==> src/rtl/shadow_upd_pkg.sv <==
package shadow_upd_pkg;
  localparam logic [1:0] A_CTRL = 2'd0;
  localparam logic [1:0] A_BASE = 2'd1;
  localparam logic [1:0] A_SIZE = 2'd2;
  localparam logic [1:0] A_VTIM = 2'd3;
  localparam int EN_BIT  = 0;
  localparam int PT_LSB  = 8;
  localparam int ARM_BIT = 12;

  typedef enum logic [1:0] {
    PT_FP_START = 2'b00,
    PT_VS_START = 2'b01,
    PT_BP_START = 2'b10,
    PT_LAST_BP  = 2'b11
  } load_pt_e;
endpackage

==> src/rtl/shadow_pending_regs.sv <==
module shadow_pending_regs
  import shadow_upd_pkg::*;
#(
  parameter int DATA_W = 32,
  parameter int DIM_W  = 16,
  parameter int VBP_W  = 8
) (
  input  logic              clk_i,
  input  logic              rst_ni,
  input  logic              wr_en_i,
  input  logic [1:0]        wr_addr_i,
  input  logic [DATA_W-1:0] wr_data_i,
  input  logic [1:0]        rd_addr_i,
  output logic [DATA_W-1:0] rd_data_o,
  input  logic              hit_i,
  output logic              load_o,
  output load_pt_e          pt_o,
  output logic [VBP_W-1:0]  vbp_o,
  output logic              nxt_en_o,
  output logic [DATA_W-1:0] nxt_base_o,
  output logic [DIM_W-1:0]  nxt_width_o,
  output logic [DIM_W-1:0]  nxt_height_o
);
  logic              en_q, arm_q, clr_pend_q, arm_d, clr_pend_d;
  load_pt_e          pt_q;
  logic [DATA_W-1:0] base_q;
  logic [DIM_W-1:0]  width_q, height_q;
  logic [VBP_W-1:0]  vbp_q;
  logic wr_ctrl, wr_base, wr_size, wr_vtim, wr_arm;

  assign wr_ctrl = wr_en_i && (wr_addr_i == A_CTRL);
  assign wr_base = wr_en_i && (wr_addr_i == A_BASE);
  assign wr_size = wr_en_i && (wr_addr_i == A_SIZE);
  assign wr_vtim = wr_en_i && (wr_addr_i == A_VTIM);
  assign wr_arm  = wr_ctrl && wr_data_i[ARM_BIT];

  // next pending values feed the load so a same-cycle write is captured
  assign nxt_en_o     = wr_ctrl ? wr_data_i[EN_BIT] : en_q;
  assign nxt_base_o   = wr_base ? wr_data_i : base_q;
  assign nxt_width_o  = wr_size ? wr_data_i[DIM_W-1:0] : width_q;
  assign nxt_height_o = wr_size ? wr_data_i[DIM_W +: DIM_W] : height_q;

  assign load_o = hit_i && (arm_q || wr_arm);
  assign pt_o   = pt_q;
  assign vbp_o  = vbp_q;

  always_comb begin
    arm_d      = arm_q | wr_arm;
    clr_pend_d = 1'b0;
    if (load_o) begin
      arm_d      = ~arm_q;   // same-cycle request: show armed for one cycle
      clr_pend_d = ~arm_q;
    end else if (clr_pend_q) begin
      arm_d = wr_arm;
    end
  end

  always_ff @(posedge clk_i or negedge rst_ni) begin
    if (!rst_ni) begin
      en_q       <= 1'b0;
      pt_q       <= PT_FP_START;
      base_q     <= '0;
      width_q    <= '0;
      height_q   <= '0;
      vbp_q      <= '0;
      arm_q      <= 1'b0;
      clr_pend_q <= 1'b0;
    end else begin
      en_q       <= nxt_en_o;
      base_q     <= nxt_base_o;
      width_q    <= nxt_width_o;
      height_q   <= nxt_height_o;
      arm_q      <= arm_d;
      clr_pend_q <= clr_pend_d;
      if (wr_ctrl) pt_q  <= load_pt_e'(wr_data_i[PT_LSB +: 2]);
      if (wr_vtim) vbp_q <= wr_data_i[VBP_W-1:0];
    end
  end

  always_comb begin
    rd_data_o = '0;
    unique case (rd_addr_i)
      A_CTRL: begin
        rd_data_o[EN_BIT]        = en_q;
        rd_data_o[PT_LSB +: 2]   = pt_q;
        rd_data_o[ARM_BIT]       = arm_q;
      end
      A_BASE: rd_data_o = base_q;
      A_SIZE: rd_data_o = {height_q, width_q};
      default: rd_data_o[VBP_W-1:0] = vbp_q;
    endcase
  end

  a_r4_arm_clears_on_load: assert property (@(posedge clk_i) disable iff (!rst_ni)
    (load_o && arm_q) |=> !arm_q);
  a_r9_same_cycle_holds: assert property (@(posedge clk_i) disable iff (!rst_ni)
    (load_o && !arm_q) |=> (arm_q ##1 !arm_q));
  a_r3_zero_write_keeps_arm: assert property (@(posedge clk_i) disable iff (!rst_ni)
    (arm_q && !load_o && !clr_pend_q) |=> arm_q);
endmodule

==> src/rtl/load_point_sel.sv <==
module load_point_sel
  import shadow_upd_pkg::*;
#(
  parameter int VBP_W = 8
) (
  input  logic             clk_i,
  input  logic             rst_ni,
  input  logic             de_i,
  input  logic             vblank_i,
  input  logic             vsync_i,
  input  logic             line_start_i,
  input  load_pt_e         pt_i,
  input  logic [VBP_W-1:0] vbp_i,
  output logic             hit_o
);
  localparam int CW = VBP_W + 1;

  logic de_q, vb_q, vs_q, bp_act_q;
  logic [VBP_W-1:0] bp_cnt_q;
  logic de_fall, vs_rise, vs_fall, vb_fall, last_bp_line;
  logic [CW-1:0] cnt_nxt, last_idx;

  assign de_fall = de_q && !de_i;
  assign vs_rise = !vs_q && vsync_i;
  assign vs_fall = vs_q && !vsync_i;
  assign vb_fall = vb_q && !vblank_i;

  assign cnt_nxt  = CW'(bp_cnt_q) + CW'(1);
  assign last_idx = CW'(vbp_i) - CW'(1);

  always_comb begin
    if (vbp_i <= VBP_W'(1)) last_bp_line = vs_fall;
    else last_bp_line = !vs_fall && line_start_i && bp_act_q && (cnt_nxt == last_idx);
  end

  always_comb begin
    unique case (pt_i)
      PT_FP_START: hit_o = de_fall && vblank_i;
      PT_VS_START: hit_o = vs_rise;
      PT_BP_START: hit_o = vs_fall;
      default:     hit_o = last_bp_line;
    endcase
  end

  always_ff @(posedge clk_i or negedge rst_ni) begin
    if (!rst_ni) begin
      de_q     <= 1'b0;
      vb_q     <= 1'b0;
      vs_q     <= 1'b0;
      bp_act_q <= 1'b0;
      bp_cnt_q <= '0;
    end else begin
      de_q <= de_i;
      vb_q <= vblank_i;
      vs_q <= vsync_i;
      if (vs_fall) begin
        bp_act_q <= 1'b1;
        bp_cnt_q <= '0;
      end else if (vb_fall || vs_rise) begin
        bp_act_q <= 1'b0;
      end else if (bp_act_q && line_start_i && (bp_cnt_q != '1)) begin
        bp_cnt_q <= bp_cnt_q + VBP_W'(1);
      end
    end
  end

  a_r6_hit_in_blank: assert property (@(posedge clk_i) disable iff (!rst_ni)
    hit_o |-> vblank_i);
endmodule

==> src/rtl/active_bank.sv <==
module active_bank #(
  parameter int DATA_W = 32,
  parameter int DIM_W  = 16
) (
  input  logic              clk_i,
  input  logic              rst_ni,
  input  logic              hit_i,
  input  logic              load_i,
  input  logic              nxt_en_i,
  input  logic [DATA_W-1:0] nxt_base_i,
  input  logic [DIM_W-1:0]  nxt_width_i,
  input  logic [DIM_W-1:0]  nxt_height_i,
  output logic              act_en_o,
  output logic [DATA_W-1:0] act_base_o,
  output logic [DIM_W-1:0]  act_width_o,
  output logic [DIM_W-1:0]  act_height_o,
  output logic              fetch_start_o,
  output logic              fifo_clr_o
);
  always_ff @(posedge clk_i or negedge rst_ni) begin
    if (!rst_ni) begin
      act_en_o      <= 1'b0;
      act_base_o    <= '0;
      act_width_o   <= '0;
      act_height_o  <= '0;
      fetch_start_o <= 1'b0;
      fifo_clr_o    <= 1'b0;
    end else begin
      fetch_start_o <= hit_i;
      fifo_clr_o    <= load_i;
      if (load_i) begin
        act_en_o     <= nxt_en_i;
        act_base_o   <= nxt_base_i;
        act_width_o  <= nxt_width_i;
        act_height_o <= nxt_height_i;
      end
    end
  end

  a_r8_clr_with_fetch: assert property (@(posedge clk_i) disable iff (!rst_ni)
    fifo_clr_o |-> fetch_start_o);
  a_r11_active_holds: assert property (@(posedge clk_i) disable iff (!rst_ni)
    !fifo_clr_o |-> ($stable(act_en_o) && $stable(act_base_o) &&
                     $stable(act_width_o) && $stable(act_height_o)));
endmodule

==> src/rtl/shadow_update_ctrl.sv <==
module shadow_update_ctrl
  import shadow_upd_pkg::*;
#(
  parameter int DATA_W = 32,
  parameter int DIM_W  = 16,
  parameter int VBP_W  = 8
) (
  input  logic              clk_i,
  input  logic              rst_ni,
  input  logic              wr_en_i,
  input  logic [1:0]        wr_addr_i,
  input  logic [DATA_W-1:0] wr_data_i,
  input  logic [1:0]        rd_addr_i,
  output logic [DATA_W-1:0] rd_data_o,
  input  logic              de_i,
  input  logic              vblank_i,
  input  logic              vsync_i,
  input  logic              line_start_i,
  output logic              act_dma_en_o,
  output logic [DATA_W-1:0] act_base_o,
  output logic [DIM_W-1:0]  act_width_o,
  output logic [DIM_W-1:0]  act_height_o,
  output logic              fetch_start_o,
  output logic              fifo_clr_o
);
  logic              hit, load, nxt_en;
  load_pt_e          pt;
  logic [VBP_W-1:0]  vbp;
  logic [DATA_W-1:0] nxt_base;
  logic [DIM_W-1:0]  nxt_width, nxt_height;

  shadow_pending_regs #(.DATA_W(DATA_W), .DIM_W(DIM_W), .VBP_W(VBP_W)) i_pend (
    .clk_i, .rst_ni, .wr_en_i, .wr_addr_i, .wr_data_i, .rd_addr_i, .rd_data_o,
    .hit_i(hit), .load_o(load), .pt_o(pt), .vbp_o(vbp),
    .nxt_en_o(nxt_en), .nxt_base_o(nxt_base),
    .nxt_width_o(nxt_width), .nxt_height_o(nxt_height)
  );

  load_point_sel #(.VBP_W(VBP_W)) i_sel (
    .clk_i, .rst_ni, .de_i, .vblank_i, .vsync_i, .line_start_i,
    .pt_i(pt), .vbp_i(vbp), .hit_o(hit)
  );

  active_bank #(.DATA_W(DATA_W), .DIM_W(DIM_W)) i_act (
    .clk_i, .rst_ni, .hit_i(hit), .load_i(load),
    .nxt_en_i(nxt_en), .nxt_base_i(nxt_base),
    .nxt_width_i(nxt_width), .nxt_height_i(nxt_height),
    .act_en_o(act_dma_en_o), .act_base_o, .act_width_o, .act_height_o,
    .fetch_start_o, .fifo_clr_o
  );
endmodule

==> config.mk <==
export PLATFORM = sky130hd
export DESIGN_NAME = shadow_update_ctrl
export DESIGN_NICKNAME = d
export VERILOG_FILES = /design/src/rtl/shadow_upd_pkg.sv /design/src/rtl/shadow_pending_regs.sv /design/src/rtl/load_point_sel.sv /design/src/rtl/active_bank.sv /design/src/rtl/shadow_update_ctrl.sv
export SDC_FILE = /design/constraint.sdc
export NUM_CORES = 1
export LEC_CHECK = 0
export BUFFER_PORTS_ARGS = -buffer_cell sky130_fd_sc_hd__buf_2
export CORE_ASPECT_RATIO = 1.75
export CORE_MARGIN = 4
export CORE_UTILIZATION = 41
export DETAILED_ROUTE_END_ITERATION = 10
export SLEW_MARGIN = 40
export SYNTH_ARGS = -nofsm -noshare
export SYNTH_HDL_FRONTEND = slang
export SYNTH_HIERARCHICAL = 1
export SYNTH_SLANG_ARGS = --single-unit
export TNS_END_PERCENT = 10
==> constraint.sdc <==
create_clock -name clk_i -period 5.3 [get_ports clk_i]
set_input_delay 0.265 -clock clk_i [delete_from_list [all_inputs] [get_ports clk_i]]
set_output_delay 0.265 -clock clk_i [all_outputs]
set_load 0.02 [all_outputs]
# --- Yosys cells after proc, flatten, opt, wreduce, memory -nomap -nowiden ---
# Index checks and enable logic that the tools add are counted.
word_totals:
  output_inout_bits: 99
  latch_bits: 0
  ramBits: 0
  mem_bits_ro: 0
  reg_bits: 156
  memories: 0
  input_bits: 43
  elab_cells: 84
op_classes:
  n_div: 0
  shifts: 0
  mux: 20
  mul: 0
  n_lt_le_gt_ge: 1
  n_eq_ne: 10
  reduce_logical: 29
  n_addsub: 3
  bitwise_logic: 2
op_table:
  columns: ["cell", "n"]
  rows:
  - ["case mux 19 bit (2 select lines)", 1]
  - ["two-way mux 16 bit", 2]
  - ["two-way mux 32 bit", 1]
  - ["two-way mux 8 bit", 3]
  - ["case mux 7 bit (3 select lines)", 1]
  - ["logical AND 1 bit", 16]
  - ["adder 8 x 1 -> 9 bit, second input constant", 1]
  - ["equality test 9 bit", 1]
  - ["case mux 1 bit (3 select lines)", 3]
  - ["subtractor 8 x 1 -> 9 bit, second input constant", 1]
  - ["adder 8 x 1 -> 8 bit, second input constant", 1]
  - ["equality test 2 bit, second input constant", 4]
  - ["less-or-equal comparator 8 x 1 -> 1 bit, second input constant", 1]
  - ["!= test 8 bit, second input constant", 1]
  - ["two-way mux 1 bit", 7]
  - ["equality test 2 x 1 -> 1 bit, second input constant", 3]
  - ["logical NOT 2 bit", 3]
  - ["case mux 2 bit (3 select lines)", 1]
  - ["logical NOT 1 bit", 5]
  - ["case mux 2 bit (2 select lines)", 1]
  - ["nonzero test 2 bit", 2]
  - ["logical OR 1 bit", 2]
  - ["!= test 2 x 1 -> 1 bit, second input constant", 1]
  - ["AND reduction 2 bit", 1]
  - ["other kinds (2)", 2]

# --- Depth between registers and ports, before layout ---
# Gate-level depths: netlist of the first run.
logic_depth:
  ltp_word: 10
  depth_mapped: 12
  depth_no_buf: 10

# --- Hierarchy ---
# The synthesis of the first run kept the hierarchy.
modules_own_cells:
  columns: ["module", "area_per_inst_um2", "instances", "cells_each"]
  rows:
  - ["shadow_pending_regs", 3733.6, 1, 256]
  - ["active_bank", 2668.8, 1, 139]
  - ["load_point_sel", 927.1, 1, 109]

# --- Worst setup path before layout of the first run ---
# OpenSTA, ideal clock, no wires.
synth_path:
  kind: "reg-to-reg"
  from: "register i_pend.vbp_q[0], in the netlist i_pend/vbp_o[0]"
  to: "register i_act.act_base_o[0]"
  required_ns: 5.175
  synth_period_minus_slack_ns: 2.871
  path_stages_with_launch: 11
  arrival_ns: 2.746
  setup_time_ns: 0.125
  path_buffers: 2
  setup_slack_ns: 2.429
  path_cell_list: "dfrtp_1 -> or4_4 -> nor4_4 -> xnor2_1 -> xor2_1 -> o31ai_2 -> a31o_1 -> a21boi_0 -> buf_6 -> buf_6 -> mux2_4"
synth_between:
  elab_chain_len: 6
  word_cells_on_any_way: 7
  classes_between: "add/sub (1); order compare (1); eq/ne (1); mux (2); reduce/logical (2)"
synth_lines:
  columns: ["item", "line", "rtl"]
  rows:
  - ["start: declaration", "shadow_pending_regs.sv:28", "logic [VBP_W-1:0] vbp_q;"]
  - ["start signal: assignment", "shadow_pending_regs.sv:76", "if (wr_vtim) vbp_q <= wr_data_i[VBP_W-1:0];"]
  - ["subtractor 8 x 1 -> 9 bit", "load_point_sel.sv:29", "assign last_idx = CW'(vbp_i) - CW'(1);"]
  - ["equality test 9 bit", "load_point_sel.sv:33", "else last_bp_line = !vs_fall && line_start_i && bp_act_q && (cnt_nxt == last_idx);"]
  - ["logical AND 1 bit", "load_point_sel.sv:33", null]
  - ["two-way mux 1 bit *", "load_point_sel.sv:32", "if (vbp_i <= VBP_W'(1)) last_bp_line = vs_fall;"]
  - ["case mux 1 bit (3 select lines) *", "load_point_sel.sv:37", "unique case (pt_i)"]
  - ["via hit", "shadow_update_ctrl.sv:26", "logic hit, load, nxt_en;"]
  - ["logical AND 1 bit *", "shadow_pending_regs.sv:43", "assign load_o = hit_i && (arm_q || wr_arm);"]
  - ["via load", "shadow_update_ctrl.sv:26", null]
  - ["end signal: assignment", "active_bank.sv:33", "act_base_o <= nxt_base_i;"]
  - ["end: declaration", "active_bank.sv:14", "output logic [DATA_W-1:0] act_base_o,"]
# The timed path passes the listed nets; every way through them passes the cells marked *.
# A chain may end at the register's enable or synchronous reset.

# --- Worst setup path after layout of the first run ---
layout_path:
  from: "input vsync_i"
  to: "register i_act.act_height_o[6]"
layout_between:
  elab_chain_len: 9
  word_cells_on_any_way: 10
  classes_between: "mux (2); reduce/logical (8)"
layout_lines:
  columns: ["item", "line", "rtl"]
  rows:
  - ["start: declaration", "shadow_update_ctrl.sv:17", "input logic vsync_i,"]
  - ["logical NOT 1 bit", "load_point_sel.sv:25", "assign vs_fall = vs_q && !vsync_i;"]
  - ["logical AND 1 bit", "load_point_sel.sv:25", null]
  - ["logical NOT 1 bit", "load_point_sel.sv:33", null]
  - ["logical AND 1 bit (3 in a row)", "load_point_sel.sv:33", null]
  - ["two-way mux 1 bit", "load_point_sel.sv:32", null]
  - ["case mux 1 bit (3 select lines) *", "load_point_sel.sv:37", null]
  - ["via hit", "shadow_update_ctrl.sv:26", null]
  - ["logical AND 1 bit *", "shadow_pending_regs.sv:43", null]
  - ["via load", "shadow_update_ctrl.sv:26", null]
  - ["end signal: assignment", "active_bank.sv:35", "act_height_o <= nxt_height_i;"]
  - ["end: declaration", "active_bank.sv:16", "output logic [DIM_W-1:0] act_height_o,"]
# Marks and branches as above.

==> results of run 1 <==
## worst max-delay path, cell delays in order
cell	delay (ns)
dlygate4sd3_1	0.53
buf_2	0.15
nor2b_1	0.57
nand2_1	0.15
nand3_1	0.12
nand4_1	0.13
nor3_1	0.21
a31o_1	0.23
a21boi_4	0.20
buf_4	0.67
mux2_2	0.41
## cells in the final DEF, fill, tap and decap left out, types with 2 or more instances in the layout
cell type and count:
a222oi_1 4, a22oi_1 30, buf_2 140, buf_4 5
bufinv_16 2, clkbuf_1 2, clkbuf_16 17, clkbuf_8 2
clkinvlp_4 5, dfrtp_1 156, dlygate4sd3_1 4, ha_1 7
inv_1 6, inv_6 4, mux2_2 30, mux2_4 110
nand2_1 22, nand2b_1 2, nand3_1 6, nand3b_4 2
nor2_1 15, nor2b_1 23, nor3_1 7, nor3b_1 2
nor4_1 2, o21ai_0 12, xnor2_1 15, xor2_1 10
## sequential cells by signal (all words and copies together), names as in the netlist
| register | flops |
|---|---|
| i_pend/height_q | 16 |
| i_act/fifo_clr_o | 1 |
| i_pend/clr_pend_q | 1 |
| i_sel/de_q | 1 |
| i_act/act_height_o | 16 |
| i_sel/vs_q | 1 |
| i_pend/pt_o | 2 |
| i_sel/vb_q | 1 |
| i_sel/bp_cnt_q | 8 |
| i_sel/bp_act_q | 1 |
| i_pend/en_q | 1 |
| i_pend/base_q | 32 |
| i_pend/arm_q | 1 |
| i_act/fetch_start_o | 1 |
| i_act/act_base_o | 32 |
| i_pend/vbp_o | 8 |
| i_pend/width_q | 16 |
| i_act/act_en_o | 1 |
| i_act/act_width_o | 16 |
## cell type report
cell class                      count  area, µm²  area share
Multi-Input combinational cell    317       3230       0.366
Inverter                            6       22.5     0.00255
Tap cell                          231        289      0.0327
Timing Repair Buffer              151        803      0.0909
Clock buffer                       20        447      0.0506
Sequential cell                   156       3900       0.442
Clock inverter                     12        138      0.0156
## logic make-up after synthesis
family,count (synthesis)
DFF,156
muxes,141
and+or+nand+nor,91
AOI/OAI and AO/OA,53
buffers and inverters,31
xor gates and xnor gates,25
adders and majority gates,7
## per-stage QoR
step / area (µm²) / total power [µW] / hold WS, ns / cells
after detailed placement: 8200 / 3340 / 0.385 / 857
after floorplan: 7330 / 2830 / -0.0306 / 504
final: 8830 / 4530 / 0.107 / 893
after CTS: 8830 / 4590 / 0.0864 / 893
after global placement: 8200 / 3310 / 0.370 / 857
after global routing: 8830 / 4760 / 0.0853 / 893
## report_power, final
part / leakage [µW] / internal, µW / switching, µW
clock: 0.000270 / 711 / 501
sequential: 0.00189 / 1560 / 244
combinational: 0.00213 / 740 / 779
## metal layers
| metal | up-vias | global-route usage |
|---|---|---|
| li1 | 2083 | - |
| met1 | 2376 | 0.210 |
| met2 | 114 | 0.329 |
| met3 | 31 | 0.0621 |
| met4 | 6 | 0.0677 |
| met5 | - | 0 |
## what timing repair did
item                       in CTS  in global routing
hold buffers                    4                  0
setup endpoints to repair       0                  0
hold endpoints to repair       88                  0
## Yosys cell counts (10+ instances only)
master    number
dfrtp_1      156
mux2_4       110
a22oi_1       30
mux2_2        30
nor2b_1       23
nand2_1       22
nor2_1        15
xnor2_1       15
buf_6         12
clkbuf_1      12
o21ai_0       12
xor2_1        10
## how the worst max path moves through the flow
stage | start | slack [ns] | cells past startpoint | endpoint
after floorplan | i_pend/vbp_o[0] | 2.43 | 10 | i_act/act_base_o[0]
after global placement | i_pend/vbp_o[0] | 2.04 | 11 | i_act/act_height_o[6]
after detailed placement | i_pend/vbp_o[0] | 1.93 | 9 | i_act/act_base_o[29]
after CTS | vsync_i | 1.88 | 11 | i_act/act_base_o[29]
after global routing | i_pend/vbp_o[0] | 1.65 | 11 | i_act/act_height_o[8]
final | vsync_i | 1.91 | 11 | i_act/act_height_o[6]
==> results.ini, run 1 <==
[run_status]
status=finished clean

[drt]
detail-route-antenna-nets=0
wl_met1_um=6840
dr_wl_met2_um=9820
wl_met3_um=1010
vias=4610
routed_wl_um=18100
viasPerCell=5.16
drtPass1Iterations=4
drc_errors=0
drt-initial-drc-count=183
avgRoutedWirePerCell_um=20.3
topRoutingLayerUsed=met5

[global_routing]
grt_pass1_vias=5217
grt_usage=0.188
grt_pass1_wl_um=28800
antenna_found_initial=3
grt_remaining_overflow=0
grt_max_degree=87

[die]
dieArea_mm2=0.0202
pin_count=142
fp-row-count=64
core_area_mm2=0.0175
die_h_um=185
start_util=0.418
die_x_um=109

[critical_path]
path_max_fanout=46
ff2ff_path_depth=9
r2r_setup_slack_ns=1.91
required_ns=5.60
r2r-end=i_act/act_height_o[6]
reg2reg_from=i_pend/vbp_o[0]
endpoint_kind=flip-flop
cp-start-kind=input port
critical_path_arrival_ns=3.69
worstSetupPathType=input port to flip-flop

[sta]
tightest_slew_ns=0.838
setup_viol=0
skew_ns=0.0115
period_needed_ns=3.39
slew_viol_final=0
min_period_over_period=0.640
hold_viol=0
layout_setup_ws_ns=1.91
rsz0062_at_grt=false
fmax_ghz=0.295
tns_ns=0
slew_headroom=0.441

[synth]
ys_ff_latch=156
muxShareOfSynthArea=0.273
syn_inst=504
synth_xor_xnor_area_share=0.0299
synth_enable_flop_cells=0
synth_top_area_frac=0.533
synthFlopType=dfrtp_1
synthDistinctLibCells=40
synth_compound_area_frac=0.0521
synth.net_count=554
yosysTopAreaCell=dfrtp_1
yosys-top-cells-area=dfrtp_1 53%, mux2_4 23%, mux2_2 4.6%
yosysSeqAreaShare=0.533
synth-adder-area-share=0.0119
synth_area_per_cell_um2=14.5
synth-simple-area-share=0.0724
synth_top_family_by_area=multiplexers
synthArstFlopShare=1.00
yosysWarnings=6
synth_area_mm2=0.00733

[placement]
post-place-ws_ns=1.93
dp_hpwl_um=12300
port_buffers=141
globalplace.congestion=0.804

[cts]
cts_sinks=156
clock_latency_ns=0.42
tritoncts=done
cts_buffer_depth=2
numCtsBuffers=17
htree_levels=4
cts_resized=0
clkTransAtPathRegs_ns=0.06
root_buffer=clkbuf_16
cts_setup_buffers=0

[final_layout]
finalCoreUtilization=0.504
antenna_cells=0
nets=699
fill_cells=1522
drive_gt1_frac=0.494
syn2layout_area_growth_pct=20.5

[power_and_ir_drop]
ir_worst_vdd_uv=289
power.density_mw_per_mm2=513
leakagePower_uw=0.00428

[min_path]
hp-class=input port to flip-flop
hold-path-cell-count=2
min-delay-start=wr_data_i[18]
holdPathEnd=i_pend/height_q[2]

[run]
max_cap_viol_count=0

Power figures use the tool's default switching activity.
==> run 2: changes to the inputs <==
Clock period 5.3 ns to 2.96 ns, I/O delays scaled along.
==> run 2 against run 1 <==
Clock skew fell by 0.0026 ns. Register-to-register slack got worse by 1.9 ns. Worst hold slack got worse by 0.091 ns. Cell count rose by 4.6%. Utilization rose by 3.0 points. Sequential share of layout area fell by 2.5 points. Highest routed layer unchanged. Combinational power rose by 89%. Final area rose by 5.9%. Global-route usage barely moved.
==> results.ini, run 2 (synthesis results as in run 1) <==
[run_status]
status=finished clean  ; unchanged

[drt]
detail-route-antenna-nets=0  ; unchanged
routed_wl_um=18400  ; was 18100 µm
vias=4767  ; was 4610
drc_errors=0  ; unchanged
drt-initial-drc-count=208  ; was 183
viasPerCell=5.10  ; was 5.16
drtPass1Iterations=6  ; was 4
avgRoutedWirePerCell_um=19.7  ; was 20.3 µm

[sta]
min_period_over_period=0.993
hold_viol=0  ; unchanged
rsz0062_at_grt=true  ; was false
tns_ns=0  ; unchanged
period_needed_ns=2.94
tightest_slew_ns=0.813  ; was 0.838 ns
fmax_ghz=0.340
skew_ns=0.00883  ; was 0.0115 ns
slew_headroom=0.458  ; was 0.441
setup_viol=0  ; unchanged
slew_viol_final=0  ; unchanged

[cts]
clock_latency_ns=0.42  ; about the same
clkTransAtPathRegs_ns=0.07  ; was 0.06 ns
cts_buffer_depth=2  ; unchanged
numCtsBuffers=17  ; unchanged
cts_sinks=156  ; unchanged
root_buffer=clkbuf_16  ; unchanged
tritoncts=done  ; unchanged
htree_levels=4  ; unchanged

[critical_path]
worstPathCellList=or4_4, nor4_4, xnor2_2, xor2_1, o31ai_2, a31o_1, a21boi_4, buf_12, clkbuf_16, mux2_4  ; was dlygate4sd3_1, buf_2, nor2b_1, nand2_1, nand3_1, nand4_1, nor3_1, a31o_1, a21boi_4, buf_4, mux2_2
slowest_delay_ns=0.57  ; was 0.67 ns
worstSetupPathType=flip-flop to flip-flop  ; was input port to flip-flop
critical_path_depth=10  ; was 11
path_max_fanout=14  ; was 46
required_ns=3.26  ; was 5.60 ns
endpoint_kind=flip-flop  ; unchanged
reg2reg_from=i_pend/vbp_o[0]  ; unchanged
r2r_setup_slack_ns=0.02  ; was 1.91 ns
crit_start=i_pend/vbp_o[0]  ; was vsync_i
ff2ff_path_depth=10  ; was 9
crit_path_end=i_act/act_base_o[0]  ; was i_act/act_height_o[6]
critPathTopFamily=simple AND/OR/NAND/NOR gates  ; was buffers and inverters
critical_path_arrival_ns=3.24  ; was 3.69 ns
critPathSlowestCell=or4_4  ; was buf_4
crit_buf_inv=2  ; was 3
r2r-end=i_act/act_base_o[0]  ; was i_act/act_height_o[6]
cp-start-kind=flip-flop  ; was input port

[power_and_ir_drop]
power.density_mw_per_mm2=890  ; was 513 mW/mm²
p_sw_uw=2760  ; was 1520 µW
seqPwrFrac=0.387  ; was 0.398
p_comb_frac=0.347  ; was 0.335
p_int_uw=5560  ; was 3010 µW
leakagePower_uw=0.00455  ; was 0.00428 µW
p_sw_frac=0.332  ; was 0.336
clkPwrFrac=0.266  ; was 0.267
ir_worst_vdd_uv=519  ; was 289 µV
power_uw=8320  ; was 4530 µW

[final_layout]
drive_gt1_frac=0.496  ; was 0.494
layout_common_cells=156 x dfrtp_1, 140 x buf_2, 117 x mux2_4, 30 x a22oi_1, 26 x dlygate4sd3_1  ; was 156 x dfrtp_1, 140 x buf_2, 110 x mux2_4, 30 x mux2_2, 30 x a22oi_1
reg_top3=i_act/act_base_o x32, i_pend/base_q x32  ; unchanged
syn2layout_area_growth_pct=27.6  ; was 20.5%
layout_commonest_cell=dfrtp_1  ; unchanged
finalCoreUtilization=0.533  ; was 0.504
nets=740  ; was 699
fin_cells=934  ; was 893
antenna_cells=0  ; unchanged

[die]
die_x_um=109  ; unchanged
dieArea_mm2=0.0202  ; unchanged
core_area_mm2=0.0175  ; unchanged
pin_count=142  ; unchanged
die_h_um=185  ; unchanged
fp-row-count=64  ; unchanged
start_util=0.418  ; unchanged

[global_routing]
antenna_found_initial=1  ; was 3
grt_usage=0.188  ; about the same
grt_remaining_overflow=0  ; unchanged
grt_pass1_wl_um=28900  ; was 28800 µm
grt_max_degree=82  ; was 87
grt_pass1_vias=5357  ; was 5217

[placement]
dp_cells=869  ; was 857
port_buffers=141  ; unchanged
globalplace.congestion=0.803  ; was 0.804
dp_hpwl_um=12400  ; was 12300 µm

[min_path]
hp-class=input port to flip-flop  ; unchanged

[run]
max_cap_viol_count=0  ; unchanged

-- run 2: stage by stage --
stage | setup WS, ns | instance area (µm²) | hold slack [ns]
after floorplan | 0.0887 | 7330 | -0.148
after global placement | 0.0789 | 8340 | 0.241
after detailed placement | 0.0161 | 8340 | 0.251
after CTS | 0.00638 | 9200 | 0.00291
after global routing | -0.131 | 9350 | 0.00113
final | 0.0206 | 9350 | 0.0157
-- run 2: timing repair --
action,4_1_cts,5_1_grt
hold endpoints to repair,125,1
resized for setup,1,9
setup buffers,0,5
hold buffers,25,1
gates cloned,0,2
setup endpoints to repair,1,65
-- run 2: area by class of cell --
class                           instances  area (µm²)
Inverter                                6        22.5
Timing Repair Buffer                  192        1270
Tap cell                              231         289
Fill cell                            1500        8180
Sequential cell                       156        3900
Multi-Input combinational cell        317        3260
Clock inverter                         12         138
Clock buffer                           20         467
-- run 2: power groups by stage --
stage	clock network (µW)	registers, µW	logic, µW
after floorplan	0	3720	1340
after global placement	0	3220	2760
after detailed placement	0	3230	2810
after CTS	2260	3220	2840
after global routing	2360	3290	3070
final	2220	3220	2880
-- run 2: per-layer routing --
metal	track usage	wire length (µm)
met5	0	8
met4	0.0662	357
met3	0.0544	901
met2	0.334	9980
met1	0.212	7120
-- run 2: how the worst min path moves through the flow --
stage | start | endpoint | slack (ns) | cells past startpoint
final | wr_data_i[16] | i_pend/base_q[16] | 0.02 | 2
after global routing | wr_data_i[16] | i_pend/height_q[0] | 0.001 | 2
after CTS | wr_data_i[0] | i_pend/vbp_o[0] | 0.003 | 2
after detailed placement | rst_ni | i_pend/base_q[19] | 0.25 | 1
after global placement | rst_ni | i_pend/height_q[3] | 0.24 | 1
after floorplan | rst_ni | i_act/act_base_o[0] | -0.15 | 0
==> run 3: changes to the inputs <==
Settings changed: PLACE_DENSITY from default to 0.66.
==> run 3 against run 2 <==
Non-clock buffer count fell by 1. Highest routed layer unchanged. Final area hardly changed. Register-to-register slack gained 0.09 ns. Critical path type unchanged. Critical path depth unchanged. Routed wire length is 0.26% lower. Clock-buffer cell count rose by 3. Utilization about the same.
==> results.ini, run 3 (synthesis results as in run 1) <==
[run_status]
status=finished clean  ; unchanged

[cts]
tritoncts=done  ; unchanged
cts_sinks=156  ; unchanged
clock_latency_ns=0.42  ; about the same
clkTransAtPathRegs_ns=0.06  ; was 0.07 ns
root_buffer=clkbuf_16  ; unchanged
htree_levels=4  ; unchanged
numCtsBuffers=17  ; unchanged
cts_buffer_depth=2  ; unchanged

[min_path]
hp-class=input port to flip-flop  ; unchanged
min-delay-start=wr_data_i[4]  ; was wr_data_i[16]

[final_layout]
antenna_cells=0  ; unchanged
drive_gt1_frac=0.494  ; was 0.496
fin_cells=933  ; was 934
nets=739  ; was 740
layout_commonest_cell=dfrtp_1  ; unchanged
layout_common_cells=155 x dfrtp_1, 140 x buf_2, 113 x mux2_4, 30 x a22oi_1, 27 x mux2_2  ; was 156 x dfrtp_1, 140 x buf_2, 117 x mux2_4, 30 x a22oi_1, 26 x dlygate4sd3_1
reg_top3=i_act/act_base_o x32, i_pend/base_q x32  ; unchanged
syn2layout_area_growth_pct=27.5  ; was 27.6%

[critical_path]
critPathSlowestCell=or4_4  ; unchanged
required_ns=3.26  ; about the same
path_max_fanout=16  ; was 14
worstPathCellList=or4_4, nor4_4, xnor2_2, xor2_1, o31ai_2, a31o_1, a21boi_4, buf_12, buf_16, mux2_4  ; was or4_4, nor4_4, xnor2_2, xor2_1, o31ai_2, a31o_1, a21boi_4, buf_12, clkbuf_16, mux2_4
endpoint_kind=flip-flop  ; unchanged
reg2reg_from=i_pend/vbp_o[1]  ; was i_pend/vbp_o[0]
worstSetupPathType=flip-flop to flip-flop  ; unchanged
crit_buf_inv=2  ; unchanged
slowest_delay_ns=0.54  ; was 0.57 ns
cp-start-kind=flip-flop  ; unchanged
critPathTopFamily=simple AND/OR/NAND/NOR gates  ; unchanged
crit_start=i_pend/vbp_o[1]  ; was i_pend/vbp_o[0]
critical_path_arrival_ns=3.15  ; was 3.24 ns

[sta]
layout_setup_ws_ns=0.110  ; was 0.0206 ns
rsz0062_at_grt=true  ; unchanged
setup_viol=0  ; unchanged
period_needed_ns=2.85  ; was 2.94 ns
slew_headroom=0.463  ; was 0.458
skew_ns=0.00957  ; was 0.00883 ns
hold_viol=0  ; unchanged
fmax_ghz=0.351  ; was 0.340 GHz
slew_viol_final=0  ; unchanged
tightest_slew_ns=0.806  ; was 0.813 ns
min_period_over_period=0.963  ; was 0.993
tns_ns=0  ; unchanged
fin_hold_ws_ns=0.0209  ; was 0.0157 ns

[die]
pin_count=142  ; unchanged
dieArea_mm2=0.0202  ; unchanged
die_h_um=185  ; unchanged
die_x_um=109  ; unchanged
fp-row-count=64  ; unchanged
core_area_mm2=0.0175  ; unchanged
start_util=0.418  ; unchanged

[drt]
drc_errors=0  ; unchanged
routed_wl_um=18300  ; was 18400 µm
drtPass1Iterations=4  ; was 6
avgRoutedWirePerCell_um=19.6  ; was 19.7 µm
detail-route-antenna-nets=0  ; unchanged
viasPerCell=5.17  ; was 5.10
drt-initial-drc-count=198  ; was 208
vias=4827  ; was 4767

[global_routing]
grt_remaining_overflow=0  ; unchanged
antenna_found_initial=1  ; unchanged
grt_pass1_vias=5453  ; was 5357
grt_pass1_wl_um=29300  ; was 28900 µm
grt_usage=0.190  ; was 0.188
grt_max_degree=102  ; was 82

[placement]
dp_cells=868  ; was 869
port_buffers=141  ; unchanged
post-place-ws_ns=0.0330  ; was 0.0161 ns
dp_hpwl_um=12500  ; was 12400 µm
globalplace.congestion=0.826  ; was 0.803

[power_and_ir_drop]
ir_worst_vdd_uv=485  ; was 519 µV
power_uw=8270  ; was 8320 µW
power.density_mw_per_mm2=885  ; was 890 mW/mm²
leakagePower_uw=0.00452  ; was 0.00455 µW

[run]
max_cap_viol_count=0  ; unchanged

==> run 3: changes by cell type in the layout (fill, tap and decap cells not counted), moves of 2 or more <==
cell        before  now
mux2_2          23   27
mux2_4         117  113
clkinvlp_4       2    5
buf_4           17   15
clkinv_4         5    0
clkbuf_1         0    3
buf_16           1    3
==> run 3: per-stage QoR <==
step           utilization  area, µm²
2_1_floorplan            -       7330
3_3_place_gp         0.477       8360
3_5_place_dp         0.477       8360
4_1_cts              0.525       9210
5_1_grt              0.533       9350
6_report             0.533       9350
==> run 3: metal layers <==
metal,global-route usage,share of wire
met1,0.215,0.38
met2,0.341,0.54
met3,0.0467,0.051
met4,0.0693,0.026
met5,0,0.00038
==> run 3: power by group <==
group          switching, µW  total, µW  internal, µW
sequential               434       3230          2790
combinational           1440       2870          1430
clock                    860       2170          1310
total                   2730       8270          5540
==> run 3: worst paths after layout <==
kind,to,slack (ns),cells after the start
max in group asynchronous,i_pend/base_q[12],1.79,4
max reg2reg,i_act/act_width_o[5],0.11,10
min reg2reg,i_sel/bp_act_q,0.50,2
min in group asynchronous,i_act/act_height_o[11],0.22,2
max,i_act/act_width_o[5],0.11,10
min,i_pend/vbp_o[4],0.02,2
==> run 3: final cells by class <==
type | instances | area [µm²]
flip-flops and latches | 156 | 3910
repair buffers | 191 | 1290
multi-input cells | 317 | 3250
inverters | 6 | 22.5
clock buffers | 23 | 478
clock inverters | 9 | 111
well taps | 231 | 289
fillers | 1476 | 8190
==> run 3: timing repair <==
item	in CTS	in global routing
setup endpoints to repair	0	56
gates resized for setup	0	9
setup buffers	0	5
hold buffers	26	0
hold endpoints to repair	145	0
